$ cat src/rtl/tcfg_pkg.sv
package tcfg_pkg;
  localparam int IMG_BYTES = 64;
  localparam int ADDR_W    = $clog2(IMG_BYTES);
  localparam int BPR_BASE  = 16;   // 16-bit bytes-per-row fields start here
  localparam int ROW_BASE  = 48;   // 8-bit row counts start here
  localparam int SLOTS     = 16;   // field slots present in the image
  localparam int LAST_ADDR = IMG_BYTES - 1;
endpackage

$ cat src/rtl/tcfg_stage.sv
module tcfg_stage
  import tcfg_pkg::*;
(
  input  logic                     clk,
  input  logic                     rst,
  input  logic                     wr_en,
  input  logic [ADDR_W-1:0]        wr_addr,
  input  logic [7:0]               wr_data,
  output logic                     commit,
  output logic [IMG_BYTES*8-1:0]   img
);
  logic [7:0] stage_q [IMG_BYTES];

  always_ff @(posedge clk) begin
    if (rst) begin
      commit <= 1'b0;
      for (int i = 0; i < IMG_BYTES; i++) stage_q[i] <= 8'h00;
    end else begin
      commit <= wr_en && (wr_addr == ADDR_W'(LAST_ADDR));
      if (wr_en) stage_q[wr_addr] <= wr_data;
    end
  end

  for (genvar i = 0; i < IMG_BYTES; i++) begin : g_flat
    assign img[8*i +: 8] = stage_q[i];
  end
endmodule

$ cat src/rtl/tcfg_check.sv
module tcfg_check
  import tcfg_pkg::*;
#(
  parameter int NTILES   = 8,
  parameter int MAX_ROWS = 16,
  parameter int MAX_BPR  = 64,
  localparam int RW = $clog2(MAX_ROWS + 1),
  localparam int BW = $clog2(MAX_BPR + 1)
) (
  input  logic [IMG_BYTES*8-1:0] img,
  output logic                   zero_pal,
  output logic                   bad,
  output logic [7:0]             pal,
  output logic [NTILES*RW-1:0]   rows,
  output logic [NTILES*BW-1:0]   bpr
);
  logic [BPR_BASE-1:1] head_bad;
  logic [SLOTS-1:0]    slot_bad;

  assign pal = img[7:0];

  for (genvar i = 1; i < BPR_BASE; i++) begin : g_head
    assign head_bad[i] = img[8*i +: 8] != 8'h00;
  end

  for (genvar s = 0; s < SLOTS; s++) begin : g_slot
    logic [15:0] fld;
    logic [7:0]  cnt;
    assign fld = {img[8*(BPR_BASE+2*s+1) +: 8], img[8*(BPR_BASE+2*s) +: 8]};
    assign cnt = img[8*(ROW_BASE+s) +: 8];
    if (s < NTILES) begin : g_used
      assign slot_bad[s] = (int'(cnt) > MAX_ROWS) || (int'(fld) > MAX_BPR) ||
                           (fld[1:0] != 2'b00);
      assign rows[s*RW +: RW] = cnt[RW-1:0];
      assign bpr[s*BW +: BW]  = fld[BW-1:0];
    end else begin : g_rsvd
      assign slot_bad[s] = (fld != 16'h0000) || (cnt != 8'h00);
    end
  end

  assign zero_pal = (pal == 8'h00);
  assign bad      = (pal != 8'h01) || (|head_bad) || (|slot_bad);
endmodule

$ cat src/rtl/tcfg_hold.sv
module tcfg_hold
  import tcfg_pkg::*;
#(
  parameter int NTILES = 8,
  parameter int RW     = 5,
  parameter int BW     = 7
) (
  input  logic                   clk,
  input  logic                   rst,
  input  logic                   commit,
  input  logic                   release_i,
  input  logic                   zero_pal,
  input  logic                   bad,
  input  logic [7:0]             pal,
  input  logic [NTILES*RW-1:0]   rows_in,
  input  logic [NTILES*BW-1:0]   bpr_in,
  input  logic                   rd_en,
  input  logic [ADDR_W-1:0]      rd_addr,
  output logic [7:0]             rd_data,
  output logic                   cfg_ok,
  output logic                   fault,
  output logic                   tile_clr,
  output logic [NTILES*RW-1:0]   tile_rows,
  output logic [NTILES*BW-1:0]   tile_bpr
);
  logic [7:0] pal_q;
  logic [7:0] rb;

  always_comb begin
    rb = 8'h00;
    if (cfg_ok) begin
      if (rd_addr == '0) rb = pal_q;
      for (int t = 0; t < NTILES; t++) begin
        if (rd_addr == ADDR_W'(BPR_BASE + 2*t)) rb = 8'(tile_bpr[t*BW +: BW]);
        if (rd_addr == ADDR_W'(ROW_BASE + t))   rb = 8'(tile_rows[t*RW +: RW]);
      end
    end
  end

  always_ff @(posedge clk) begin
    if (rst) begin
      cfg_ok    <= 1'b0;
      fault     <= 1'b0;
      tile_clr  <= 1'b0;
      pal_q     <= 8'h00;
      tile_rows <= '0;
      tile_bpr  <= '0;
      rd_data   <= 8'h00;
    end else begin
      fault    <= 1'b0;
      tile_clr <= 1'b0;
      if (release_i || (commit && zero_pal)) begin
        cfg_ok    <= 1'b0;
        pal_q     <= 8'h00;
        tile_rows <= '0;
        tile_bpr  <= '0;
        tile_clr  <= 1'b1;
      end else if (commit) begin
        if (bad) begin
          fault <= 1'b1;
        end else begin
          cfg_ok    <= 1'b1;
          pal_q     <= pal;
          tile_rows <= rows_in;
          tile_bpr  <= bpr_in;
        end
      end
      if (rd_en) rd_data <= rb;
    end
  end
endmodule

$ cat src/rtl/tile_cfg_reg.sv
module tile_cfg_reg
  import tcfg_pkg::*;
#(
  parameter int NTILES   = 8,
  parameter int MAX_ROWS = 16,
  parameter int MAX_BPR  = 64,
  localparam int RW = $clog2(MAX_ROWS + 1),
  localparam int BW = $clog2(MAX_BPR + 1)
) (
  input  logic                  clk,
  input  logic                  rst,
  input  logic                  wr_en,
  input  logic [ADDR_W-1:0]     wr_addr,
  input  logic [7:0]            wr_data,
  input  logic                  rd_en,
  input  logic [ADDR_W-1:0]     rd_addr,
  output logic [7:0]            rd_data,
  input  logic                  release_i,
  output logic                  cfg_ok,
  output logic                  fault,
  output logic                  tile_clr,
  output logic [NTILES*RW-1:0]  tile_rows,
  output logic [NTILES*BW-1:0]  tile_bpr
);
  logic                   commit, zero_pal, bad;
  logic [7:0]             pal;
  logic [IMG_BYTES*8-1:0] img;
  logic [NTILES*RW-1:0]   rows_s;
  logic [NTILES*BW-1:0]   bpr_s;

  tcfg_stage u_stage (
    .clk(clk), .rst(rst), .wr_en(wr_en), .wr_addr(wr_addr),
    .wr_data(wr_data), .commit(commit), .img(img)
  );

  tcfg_check #(.NTILES(NTILES), .MAX_ROWS(MAX_ROWS), .MAX_BPR(MAX_BPR)) u_check (
    .img(img), .zero_pal(zero_pal), .bad(bad), .pal(pal),
    .rows(rows_s), .bpr(bpr_s)
  );

  tcfg_hold #(.NTILES(NTILES), .RW(RW), .BW(BW)) u_hold (
    .clk(clk), .rst(rst), .commit(commit), .release_i(release_i),
    .zero_pal(zero_pal), .bad(bad), .pal(pal), .rows_in(rows_s),
    .bpr_in(bpr_s), .rd_en(rd_en), .rd_addr(rd_addr), .rd_data(rd_data),
    .cfg_ok(cfg_ok), .fault(fault), .tile_clr(tile_clr),
    .tile_rows(tile_rows), .tile_bpr(tile_bpr)
  );
endmodule

$ cat config.mk
export PLATFORM = sky130hd
export DESIGN_NAME = tile_cfg_reg
export DESIGN_NICKNAME = d
export VERILOG_FILES = /design/src/rtl/tcfg_pkg.sv /design/src/rtl/tcfg_stage.sv /design/src/rtl/tcfg_check.sv /design/src/rtl/tcfg_hold.sv /design/src/rtl/tile_cfg_reg.sv
export SDC_FILE = /design/constraint.sdc
export NUM_CORES = 1
export LEC_CHECK = 0
export BUFFER_PORTS_ARGS = -buffer_cell sky130_fd_sc_hd__buf_2
export CORE_MARGIN = 4
export CORE_UTILIZATION = 40
export DETAILED_ROUTE_END_ITERATION = 10
export GPL_ROUTABILITY_DRIVEN = 0
export PLACE_DENSITY = 0.52
export SLEW_MARGIN = 15
export SYNTH_ARGS = -nofsm -noshare
export SYNTH_HDL_FRONTEND = slang
export SYNTH_SLANG_ARGS = --single-unit
$ cat constraint.sdc
create_clock -name clk -period 2.7 [get_ports clk]
set_input_delay 0.405 -clock clk [delete_from_list [all_inputs] [get_ports clk]]
set_output_delay 0.405 -clock clk [all_outputs]
set_load 0.005 [all_outputs]
==> impl_metrics.csv <==
group,metric,value,unit
timing,setup_viol_count_final,0,
timing,worst_pin_slew,0.799,ns
global_route,track_usage,0.212,
yosys,synth_top_area_frac,0.586,
yosys,yosys.area.top_type,"edfxtp_1",
pwr,internal-power,16.0,mW
timing,relSlewSlack,0.468,
critical_path,start_kind,"register",
yosys,syn_area,26200,um^2
timing,slew_viol_final,0,
critical_path,path_cells,"o41ai_4 -> nand3_1 -> nor4_2 -> buf_4 -> nand4_1 -> buf_4 -> buf_6 -> o31ai_1 -> a21oi_1",
pwr,leakagePower,10.9,nW
drt,m1WireLength,32.6,mm
die,rows,93,
timing,hold_violations,0,
drt,antenna_left,0,
clocking,numCtsBuffers,70,
yosys,syn_nets,2099,
pwr,p_sw,4.45,mW
place,io_buffers,131,
clocking,cts_hold_buf,0,
pwr,total_power,20.5,mW
global_route,grt_max_degree,81,
run_status,status,"complete, no violations",
clocking,cts_root_buffer,"clkbuf_16",
pwr,p_comb_frac,0.036,
pwr,seq_power_share,0.539,
yosys,synthCells,2074,
drt,drc,0,
global_route,grt_pass1_wl,113,mm
finish,drive_gt1_frac,0.205,
die,initial_core_util,0.405,
drt,drtPass1Iterations,7,
clocking,insertion_delay,0.59,ns
critical_path,end_kind,"register",
timing,finalClockSkew,0.0149,ns
die,die_area,69700,um^2
finish,nNetsFinal,2296,
finish,final.fill_count,5930,
yosys,synth_common_cells,"and2_1, edfxtp_1, clkbuf_1",
drt,met3_length,4.25,mm
clocking,clock_sinks,628,
yosys,yosys-top-cells-area,"edfxtp_1, and2_1, dfxtp_1",
critical_path,crit_slowest_cell,"o41ai_4",
drt,routed_wl,76.3,mm
pwr,peakVddDrop,398,uV
timing,period_needed,2.61,ns
yosys,synth_cell_type_count,57,
critical_path,cp.required,3.15,ns
critical_path,crit_fanout,40,
finish,stdcell_area,31000,um^2
worst_hold_path,worstHoldPathType,"in2reg",
timing,period_share,0.968,
critical_path,worstPathArrival,3.06,ns
clocking,cts.clk_slew.worst_paths,0.06,ns
place,postPlaceCellArea,28700,um^2
drt,wl_met2,36.4,mm
pwr,clkPwrFrac,0.426,
yosys,ys_ff_latch,628,
yosys,seq_area_frac_synth,0.675,
pwr,p_per_area,661,nW/um^2
finish,synthToLayoutAreaGrowth,18.1,%
global_route,grt_pass1_vias,17600,
clocking,clockBufferDepth,3,
critical_path,max_stage_delay,0.49,ns
place,dp.final_hpwl,48.4,mm
global_route,antenna_found_initial,4,
critical_path,ff2ff_setup_slack,0.09,ns
critical_path,path_class,"reg2reg",
clocking,cts_tree,"done",
drt,dr.max_layer_used,"met5",
die,core,64700,um^2
drt,wl_per_cell,24.0,um
yosys,postSynthAreaPerCell,12.6,um^2
drt,drt_iter0_drc,1738,
yosys,synth_edf_count,512,
yosys,synth_top_flop_cell,"edfxtp_1",
yosys,async_reset_ff_frac,0,
clocking,htree_levels,3,
timing,fmax,0.383,GHz
run,max_cap_viol_count,0,
yosys,yosys_warnings,0,
drt,vias,17700,
die,ios,132,
drt,vias_per_cell,5.57,
critical_path,cp_common_cell,"buf_4",
pwr,sw_frac_of_total,0.217,
global_route,grt_overflow,0,
die,dieWidth,264,um
die,die_h,264,um
cell usage in the layout (no fill, tap or decap), drive strengths merged, types with 9 or more instances in the layout:
cell,count
and3,26
nand4,112
clkinv,26
o31ai,80
dfxtp,116
or2,67
a21oi,92
nand2,37
nand3,14
clkbuf,89
o21ai,9
nor3,11
and2,513
buf,268
nor2,104
o41ai,18
edfxtp,512
nor4,112
o22ai,11
a22oi,16
critical path: cells and delay by family (launching register included):
kind / cells / cell delay [ns]
AOI/OAI and AO/OA: 3 / 0.85
buffers and inverters: 3 / 0.58
and+or+nand+nor: 3 / 0.57
DFF: 1 / 0.44
layer usage:
metal | vias up | GRT usage
li1 | 8117 | -
met1 | 8792 | 0.281
met2 | 597 | 0.352
met3 | 165 | 0.0370
met4 | 4 | 0.0797
met5 | - | 0
path summary, 6_finish.rpt:
path	from	endpoint	depth (start not counted)
setup reg to reg	u_stage.stage_q[54][3]$_SDFFCE_PN0P_	u_hold.tile_rows[21]$_SDFFE_PP0P_	9
setup / recovery	u_stage.stage_q[54][3]$_SDFFCE_PN0P_	u_hold.tile_rows[21]$_SDFFE_PP0P_	9
hold / removal	release_i	u_hold.tile_clr$_SDFF_PP0_	3
hold reg to reg	u_hold.rd_data[5]$_SDFFE_PP0P_	u_hold.rd_data[5]$_SDFFE_PP0P_	2
cells by family (layout without fill, tap and decap cells):
| group | after synthesis | after routing | synth area share |
|---|---|---|---|
| compound gates | 262 | 262 | 0.0679 |
| xor+xnor | 1 | 1 | 0.000334 |
| buf+inv | 151 | 393 | 0.0224 |
| flops | 628 | 628 | 0.675 |
| mux | 4 | 4 | 0.00172 |
| other cells | 0 | 1 | 0 |
| simple gates | 1028 | 1028 | 0.233 |
registers in the layout, indices dropped and copies added (netlist names):
name / cells
u_hold.pal_q: 8
u_hold.tile_bpr: 56
u_hold.tile_clr: 1
u_stage.commit: 1
u_hold.tile_rows: 40
u_hold.rd_data: 8
u_stage.stage_q: 512
u_hold.cfg_ok: 1
u_hold.fault: 1
through the flow:
step                setup TNS, ns  setup slack [ns]   util  hold slack [ns]  std cells
floorplan                       0             0.384      -            0.426       2074
global placement           -41.90            -0.475  0.443            0.449       3048
detailed placement         -37.86            -0.413  0.443            0.450       3048
CTS                             0            0.0120  0.476           0.0755       3165
global route               -0.668           -0.0499  0.479            0.128       3172
finish                          0            0.0870  0.479           0.0979       3172
area by class of cell:
cell class	count	area, um^2	share of cell area
inverter	5	18.8	0.000606
timing repair buffer	271	2020	0.0652
clock inverter	31	181	0.00585
sequential	628	17700	0.571
multi-input combinational	1295	8140	0.263
tap	855	1070	0.0345
clock buffer	86	1860	0.0601
antenna	1	2.50	0.0000807
power by group through the flow:
| stage | clock network, mW | registers [mW] | logic (mW) |
|---|---|---|---|
| after floorplan | 0 | 11.1 | 0.385 |
| after global placement | 0 | 11.2 | 0.724 |
| after detailed placement | 0 | 11.2 | 0.732 |
| after CTS | 8.88 | 11.0 | 0.738 |
| after global routing | 9.31 | 11.1 | 0.786 |
| final | 8.71 | 11.0 | 0.731 |
repair_timing:
item	in CTS	in global routing
gates resized for setup	10	21
pin swaps	0	7
setup endpoints to repair	106	105
setup buffers	0	2
cloned	0	4
Power figures use the tool's default switching activity.
